[src/rtl/cfgp_pkg.sv]
package cfgp_pkg;
   localparam logic [7:0] IDX_SRST = 8'h02;
   localparam logic [7:0] IDX_GSEL = 8'h03;
   localparam logic [7:0] IDX_LDN  = 8'h07;
   localparam logic [7:0] IDX_ACT  = 8'h30;
   localparam logic [7:0] IDX_BHI  = 8'h60;
   localparam logic [7:0] IDX_BLO  = 8'h61;
   localparam logic [7:0] IDX_IRQ  = 8'h70;

   typedef enum logic [1:0] {
      KS_LOCKED = 2'd0,
      KS_HALF   = 2'd1,
      KS_OPEN   = 2'd2
   } key_state_t;

   function automatic logic is_bank_idx(input logic [7:0] idx);
      return (idx == IDX_ACT) || (idx == IDX_BHI) || (idx == IDX_BLO) || (idx == IDX_IRQ);
   endfunction
endpackage

[src/rtl/cfgp_key_fsm.sv]
module cfgp_key_fsm
   import cfgp_pkg::*;
#(
   parameter logic [7:0] KEY_A  = 8'h51,
   parameter logic [7:0] KEY_B  = 8'h23,
   parameter logic [7:0] EXIT_B = 8'hBB
) (
   input  logic       clk,
   input  logic       rst_n,
   input  logic       idx_wr,
   input  logic [7:0] wdata,
   output logic       open,
   output logic       idx_load
);
   key_state_t st;

   generate
      if (KEY_A == KEY_B) begin : g_bad_key
         $error("cfgp_key_fsm: both key bytes are equal");
      end
      if (EXIT_B == KEY_A) begin : g_bad_exit
         $error("cfgp_key_fsm: exit byte equals first key byte");
      end
   endgenerate

   always_ff @(posedge clk or negedge rst_n) begin
      if (!rst_n) begin
         st <= KS_LOCKED;
      end else if (idx_wr) begin
         case (st)
            KS_LOCKED: st <= (wdata == KEY_A) ? KS_HALF : KS_LOCKED;
            KS_HALF:   st <= (wdata == KEY_B) ? KS_OPEN : KS_LOCKED;
            KS_OPEN:   st <= (wdata == EXIT_B) ? KS_LOCKED : KS_OPEN;
            default:   st <= KS_LOCKED;
         endcase
      end
   end

   assign open     = (st == KS_OPEN);
   assign idx_load = idx_wr && open && (wdata != EXIT_B);

   assert_open_needs_key_R1: assert property (@(posedge clk) disable iff (!rst_n)
      $rose(open) |-> $past(idx_wr && wdata == KEY_B));
   assert_exit_closes_R3: assert property (@(posedge clk) disable iff (!rst_n)
      (open && idx_wr && wdata == EXIT_B) |=> !open);
   assert_half_drop_R2: assert property (@(posedge clk) disable iff (!rst_n)
      (st == KS_HALF && idx_wr && wdata != KEY_B) |=> (st == KS_LOCKED));
endmodule

[src/rtl/cfgp_dev_bank.sv]
module cfgp_dev_bank
   import cfgp_pkg::*;
#(
   parameter int IRQ_W = 4
) (
   input  logic             clk,
   input  logic             rst_n,
   input  logic             clr,
   input  logic             we,
   input  logic [7:0]       index,
   input  logic [7:0]       wdata,
   output logic             active,
   output logic [15:0]      base,
   output logic [IRQ_W-1:0] irq,
   output logic [7:0]       rd_byte
);
   logic [7:0] irq_rd;

   generate
      if (IRQ_W < 1 || IRQ_W > 8) begin : g_bad_irq
         $error("cfgp_dev_bank: IRQ_W must be 1..8");
      end
      if (IRQ_W == 8) begin : g_irq_full
         assign irq_rd = irq;
      end else begin : g_irq_ext
         assign irq_rd = {{(8-IRQ_W){1'b0}}, irq};
      end
   endgenerate

   always_ff @(posedge clk or negedge rst_n) begin
      if (!rst_n) begin
         active <= 1'b0;
         base   <= '0;
         irq    <= '0;
      end else if (clr) begin
         active <= 1'b0;
         base   <= '0;
         irq    <= '0;
      end else if (we) begin
         case (index)
            IDX_ACT: active     <= wdata[0];
            IDX_BHI: base[15:8] <= wdata;
            IDX_BLO: base[7:0]  <= wdata;
            IDX_IRQ: irq        <= wdata[IRQ_W-1:0];
            default: ;
         endcase
      end
   end

   always_comb begin
      case (index)
         IDX_ACT: rd_byte = {7'd0, active};
         IDX_BHI: rd_byte = base[15:8];
         IDX_BLO: rd_byte = base[7:0];
         IDX_IRQ: rd_byte = irq_rd;
         default: rd_byte = 8'h00;
      endcase
   end

   assert_clear_zeroes_R9: assert property (@(posedge clk) disable iff (!rst_n)
      clr |=> (!active && base == 16'h0 && irq == '0));
   assert_hold_unless_written_R6: assert property (@(posedge clk) disable iff (!rst_n)
      (!we && !clr) |=> ($stable(active) && $stable(base) && $stable(irq)));
endmodule

[src/rtl/cfgp_glob_regs.sv]
module cfgp_glob_regs
   import cfgp_pkg::*;
#(
   parameter int NUM_DEV = 9,
   localparam int LDN_W = (NUM_DEV > 1) ? $clog2(NUM_DEV) : 1
) (
   input  logic             clk,
   input  logic             rst_n,
   input  logic             we,
   input  logic [7:0]       index,
   input  logic [7:0]       wdata,
   output logic [LDN_W-1:0] ldn,
   output logic [7:0]       gsel,
   output logic             soft_clr
);
   always_ff @(posedge clk or negedge rst_n) begin
      if (!rst_n) begin
         ldn  <= '0;
         gsel <= 8'h00;
      end else if (we) begin
         if (index == IDX_LDN && wdata < 8'(NUM_DEV)) ldn <= wdata[LDN_W-1:0];
         if (index == IDX_GSEL) gsel <= wdata;
      end
   end

   assign soft_clr = we && (index == IDX_SRST) && wdata[0];

   assert_ldn_in_range_R5: assert property (@(posedge clk) disable iff (!rst_n)
      32'(ldn) < NUM_DEV);
   assert_gsel_kept_on_clr_R9: assert property (@(posedge clk) disable iff (!rst_n)
      soft_clr |=> $stable(gsel) && $stable(ldn));
endmodule

[src/rtl/cfgp_port.sv]
module cfgp_port
   import cfgp_pkg::*;
#(
   parameter int         NUM_DEV = 9,
   parameter int         IRQ_W   = 4,
   parameter logic [7:0] KEY_A   = 8'h51,
   parameter logic [7:0] KEY_B   = 8'h23,
   parameter logic [7:0] EXIT_B  = 8'hBB
) (
   input  logic                     clk,
   input  logic                     rst_n,
   input  logic                     port_sel,
   input  logic                     wr_en,
   input  logic                     rd_en,
   input  logic [7:0]               wdata,
   output logic [7:0]               rdata,
   output logic                     cfg_open,
   output logic [NUM_DEV-1:0]       dev_active,
   output logic [NUM_DEV*16-1:0]    dev_base,
   output logic [NUM_DEV*IRQ_W-1:0] dev_irq,
   output logic                     gpio_win_en,
   output logic [1:0]               gpio_win_sel
);
   localparam int LDN_W = (NUM_DEV > 1) ? $clog2(NUM_DEV) : 1;

   generate
      if (NUM_DEV < 1 || NUM_DEV > 16) begin : g_bad_ndev
         $error("cfgp_port: NUM_DEV must be 1..16");
      end
   endgenerate

   logic             idx_wr, dat_wr, idx_load, dat_we;
   logic [7:0]       index;
   logic [LDN_W-1:0] ldn;
   logic [7:0]       gsel;
   logic             soft_clr;
   logic [7:0]       bank_rd [NUM_DEV];
   logic [7:0]       sel_bank_rd;

   assign idx_wr = wr_en && !port_sel;
   assign dat_wr = wr_en && port_sel;

   cfgp_key_fsm #(.KEY_A(KEY_A), .KEY_B(KEY_B), .EXIT_B(EXIT_B)) u_key (
      .clk(clk), .rst_n(rst_n), .idx_wr(idx_wr), .wdata(wdata),
      .open(cfg_open), .idx_load(idx_load)
   );

   always_ff @(posedge clk or negedge rst_n) begin
      if (!rst_n)        index <= 8'h00;
      else if (idx_load) index <= wdata;
   end

   assign dat_we = dat_wr && cfg_open;

   cfgp_glob_regs #(.NUM_DEV(NUM_DEV)) u_glob (
      .clk(clk), .rst_n(rst_n), .we(dat_we), .index(index), .wdata(wdata),
      .ldn(ldn), .gsel(gsel), .soft_clr(soft_clr)
   );

   assign gpio_win_en  = gsel[7];
   assign gpio_win_sel = gsel[1:0];

   for (genvar d = 0; d < NUM_DEV; d++) begin : g_bank
      logic bank_we;
      assign bank_we = dat_we && (ldn == LDN_W'(d)) && is_bank_idx(index);
      cfgp_dev_bank #(.IRQ_W(IRQ_W)) u_bank (
         .clk(clk), .rst_n(rst_n), .clr(soft_clr), .we(bank_we),
         .index(index), .wdata(wdata),
         .active(dev_active[d]),
         .base(dev_base[d*16 +: 16]),
         .irq(dev_irq[d*IRQ_W +: IRQ_W]),
         .rd_byte(bank_rd[d])
      );
   end

   always_comb begin
      sel_bank_rd = 8'h00;
      for (int d = 0; d < NUM_DEV; d++) begin
         if (ldn == LDN_W'(d)) sel_bank_rd = bank_rd[d];
      end
   end

   always_comb begin
      if (!rd_en)         rdata = 8'h00;
      else if (!cfg_open) rdata = 8'hFF;
      else if (!port_sel) rdata = index;
      else if (is_bank_idx(index)) rdata = sel_bank_rd;
      else begin
         case (index)
            IDX_GSEL: rdata = gsel;
            IDX_LDN:  rdata = 8'(ldn);
            default:  rdata = 8'h00;
         endcase
      end
   end

   assert_closed_no_change_R4: assert property (@(posedge clk) disable iff (!rst_n)
      (!cfg_open && wr_en) |=> ($stable(dev_active) && $stable(dev_base) &&
                                $stable(dev_irq) && $stable(gpio_win_en) && $stable(index)));
   assert_closed_reads_ff_R4: assert property (@(posedge clk) disable iff (!rst_n)
      (!cfg_open && rd_en) |-> rdata == 8'hFF);
   assert_idle_read_zero_R13: assert property (@(posedge clk) disable iff (!rst_n)
      !rd_en |-> rdata == 8'h00);
endmodule

[config.mk]
export PLATFORM = sky130hd
export DESIGN_NAME = cfgp_port
export DESIGN_NICKNAME = d
export VERILOG_FILES = /design/src/rtl/cfgp_pkg.sv /design/src/rtl/cfgp_key_fsm.sv /design/src/rtl/cfgp_dev_bank.sv /design/src/rtl/cfgp_glob_regs.sv /design/src/rtl/cfgp_port.sv
export SDC_FILE = /design/constraint.sdc
export NUM_CORES = 1
export LEC_CHECK = 0
export ABC_AREA = 1
export ABC_CLOCK_PERIOD_IN_PS = 2700
export BUFFER_PORTS_ARGS = -buffer_cell sky130_fd_sc_hd__clkbuf_2
export CORE_ASPECT_RATIO = 1.75
export CORE_MARGIN = 2
export CORE_UTILIZATION = 55
export CTS_CLUSTER_SIZE = 8
export DETAILED_ROUTE_END_ITERATION = 8
export HOLD_SLACK_MARGIN = 0.02
export PLACE_DENSITY_LB_ADDON = 0.2
export SLEW_MARGIN = 30
export SYNTH_ARGS = -nofsm -noshare
export SYNTH_HDL_FRONTEND = slang
export SYNTH_SLANG_ARGS = --single-unit
[constraint.sdc]
create_clock -name clk -period 2.7 [get_ports clk]
set_clock_uncertainty 0.15 [all_clocks]
set_input_delay 0.135 -clock clk [delete_from_list [all_inputs] [get_ports clk]]
set_output_delay 0.135 -clock clk [all_outputs]
set_load 0.05 [all_outputs]
==> metrics.txt <==
# TYPE chip_impl_metric gauge
chip_impl_info{name="outcome",value="finished, violations left"} 1
chip_impl_info{name="violations_in_the_final_reports",value="negative hold slack, negative setup slack"} 1
chip_impl_metric{name="layout_setup_ws",unit="ps"} -360
chip_impl_metric{name="vias",unit=""} 10500
chip_impl_metric{name="netlist_instances",unit=""} 1245
chip_impl_info{name="clock_tree_root_buffer_cell",value="clkbuf_16"} 1
chip_impl_metric{name="nets",unit=""} 1533
chip_impl_metric{name="n_fill_cell",unit=""} 1329
chip_impl_metric{name="placement.cell_area",unit="um2"} 11700
chip_impl_metric{name="achievable_frequency",unit="MHz"} 327
chip_impl_metric{name="post-route-min-period",unit="ps"} 3060
chip_impl_metric{name="grt_use_total",unit="%"} 38.2
chip_impl_metric{name="wl",unit="um"} 37400
chip_impl_metric{name="drt-initial-drc-count",unit=""} 999
chip_impl_metric{name="library_cells_used_by_synthesis",unit=""} 31
chip_impl_metric{name="detailed_place_hpwl",unit="um"} 25800
chip_impl_metric{name="drt_pass_1_iters",unit=""} 6
chip_impl_metric{name="drive_above_1_share",unit="%"} 29.9
chip_impl_info{name="rsz0062_at_grt",value="true"} 1
chip_impl_metric{name="power.density_cell_area",unit="nW/um2"} 611
chip_impl_metric{name="report.final.slew_viol_count",unit=""} 0
chip_impl_info{name="critPathKind",value="reg2out"} 1
chip_impl_metric{name="cts_htree_levels",unit=""} 1
chip_impl_metric{name="design.portCount",unit=""} 214
chip_impl_metric{name="drt-vias-per-instance",unit=""} 5.96
chip_impl_metric{name="ys_seq_area_share",unit="%"} 52.4
chip_impl_info{name="layout_commonest_cell",value="nand2_1"} 1
chip_impl_metric{name="critical_path_peak_fanout",unit=""} 6
chip_impl_metric{name="path_clk_slew",unit="ps"} 50
chip_impl_metric{name="first_pass_grt_wire_length",unit="um"} 56600
chip_impl_metric{name="core_util_final",unit="%"} 74.0
chip_impl_metric{name="total_leakage_power",unit="uW"} 0.00665
chip_impl_metric{name="remaining_drc_errors",unit=""} 0
chip_impl_info{name="critPathCaptureType",value="primary output"} 1
chip_impl_info{name="tritoncts",value="built"} 1
chip_impl_metric{name="drtAntennaViolNets",unit=""} 0
chip_impl_metric{name="synthesis.nets",unit=""} 1258
chip_impl_metric{name="part_of_the_cycle_the_worst_path_needs",unit="%"} 113
chip_impl_metric{name="syn_area_per_cell",unit="um2"} 8.09
chip_impl_metric{name="std_cell_rows",unit=""} 65
chip_impl_metric{name="clockBufferDepth",unit=""} 3
chip_impl_metric{name="worst_hold_slack",unit="ps"} -15.0
chip_impl_metric{name="place_congestion",unit=""} 0.981
chip_impl_metric{name="global_route.overflow_total",unit=""} 0
chip_impl_metric{name="area_growth",unit="%"} 32.1
chip_impl_metric{name="die_area",unit="um2"} 19500
chip_impl_metric{name="max_slew_margin",unit="%"} 45.9
chip_impl_metric{name="chipHeight",unit="um"} 183
chip_impl_metric{name="antenna_cells_inserted",unit=""} 0
chip_impl_info{name="most-common-layout-cells",value="nand2_1, dfrtp_1, clkbuf_2, o21ai_1, o21ai_0"} 1
chip_impl_metric{name="setup_total_negative_slack",unit="ps"} -2420
chip_impl_metric{name="drv_cap",unit=""} 0
chip_impl_metric{name="wl_per_cell",unit="um"} 21.3
chip_impl_info{name="startpoint_type",value="flop"} 1
chip_impl_metric{name="tritoncts_num_sinks",unit=""} 211
chip_impl_metric{name="synthesis.area",unit="um2"} 10100
chip_impl_metric{name="timing.final.setup_violations",unit=""} 8
chip_impl_metric{name="port_buffers",unit=""} 213
chip_impl_metric{name="design.core.area",unit="um2"} 18000
chip_impl_metric{name="final_area",unit="um2"} 13300
chip_impl_metric{name="yosys_register_bits",unit=""} 211
chip_impl_metric{name="initial_utilization",unit="%"} 56.1
chip_impl_metric{name="power.ir.vdd_worst",unit="mV"} 0.518
chip_impl_metric{name="cts-buffers-inserted",unit=""} 30
chip_impl_metric{name="die_extent_in_x",unit="um"} 106
chip_impl_info{name="path_type_of_the_worst_min_delay_path",value="in2reg"} 1
chip_impl_metric{name="grt_start_max_net_pins",unit=""} 82
chip_impl_metric{name="antenna_found_initial",unit=""} 0
chip_impl_metric{name="cp.required",unit="ps"} 2410
chip_impl_metric{name="clk_latency",unit="ps"} 540
chip_impl_metric{name="synth-warning-count",unit=""} 0
chip_impl_metric{name="vias_in_the_first_global_route",unit=""} 10000
chip_impl_metric{name="hold_viol_final",unit=""} 1
chip_impl_metric{name="timing.critical_path.arrival",unit="ps"} 2770
chip_impl_metric{name="tightest_slew",unit="ps"} 809
## layout make-up
class	instances	area (um2)	area share [%]
clock buffer	31	776	5.83
clock inverter	1	7.51	0.0564
inverter	62	260	1.96
multi-input combinational	904	4480	33.7
sequential	211	5280	39.7
tap	234	293	2.20
timing repair buffer	309	2200	16.5
timing repair inverter	2	12.5	0.0940
## logic make-up (layout without fill, tap and decap cells)
family	after synthesis	count (layout)	share of synthesized area, %
AO/OA/AOI/OAI	287	287	15.5
buffers and inverters	130	405	6.08
AND/OR/NAND/NOR	617	617	26.0
flip-flops	211	211	52.4
## repair_timing
item                                    CTS  global route
endpoints found under the hold margin   206             1
resized for setup                        58            59
endpoints found under the setup margin    8            36
cloned                                    5             0
setup buffers                            20            10
hold buffers                             16             1
pin swaps                                19            42
## sequential cells by signal (all words and copies together) (netlist names)
register,flops
u_glob.ldn,4
g_bank.u_bank.active,9
g_bank.u_bank.base,144
u_key.st,2
g_bank.u_bank.irq,36
u_glob.gsel,8
index,8
## report_power, final
group | switching [uW] | internal, uW
sequential | 81.4 | 3250
clock | 1300 | 1980
combinational | 916 | 601
total | 2300 | 5840
## critical path: stages, from the launching register on
cell      delay (ps)
dfrtp_1          380
inv_2             70
nand2_2           70
nor2_4           200
buf_12           140
nand2_8           90
clkinv_8          90
buf_6            110
nand2_2           50
nand2_2           70
nor2_1            40
nor2_1           180
nor2_2            70
nand4_1          120
nor2_2            70
nand4_1           80
nand2_1           70
a21oi_2          180
buf_12           160
## per-layer routing
metal	track usage [%]	up-vias	part of all wire, %
li1	-	4641	-
met1	45.0	4920	34
met2	63.5	677	49
met3	4.69	220	8.0
met4	28.4	0	9.0
met5	0	-	0
## path summary, 6_finish.rpt
kind,start,end,slack [ps],cells after the start
worst min register to register,u_glob.gsel[5]$_DFFE_PN0P_,u_glob.gsel[5]$_DFFE_PN0P_,340,2
worst max register to register,index[6]$_DFFE_PN0P_,g_bank[5].u_bank.base[0]$_DFFE_PN0P_,150,14
max in group asynchronous,rst_n,g_bank[5].u_bank.irq[0]$_DFFE_PN0P_,1590,3
worst min-delay path,wr_en,u_key.st[1]$_DFFE_PN0P_,-20,5
min in group asynchronous,rst_n,g_bank[0].u_bank.base[2]$_DFFE_PN0P_,40,2
worst max-delay path,index[7]$_DFFE_PN0P_,rdata[0],-360,18
## synth_stat cells, drive strengths merged
master  instances  area share [%]
a21oi          27             1.3
a22o           22             1.9
a31oi           5            0.31
a32o            1           0.099
a41oi           1           0.087
buf            50             3.1
clkbuf         18            0.67
dfrtp         211              52
inv            62             2.3
nand2         485              19
nand3          47             2.3
nand4          24             1.6
nor2           47             1.9
nor3           11             1.0
nor4            3            0.19
o21ai         228              11
o311ai          1           0.087
o31ai           1            0.21
o41ai           1            0.16
## metrics by stage
stage	hold WS (ps)	std cells	setup slack, ps	power, uW
finish	-15.0	1754	-360	8130
global route	22.3	1754	-456	8360
CTS	70.0	1749	-295	7980
detailed placement	57.2	1676	-3.21	4480
global placement	61.7	1676	70.9	4470
floorplan	-311	1245	22.0	3980
Power figures use the tool's default switching activity.
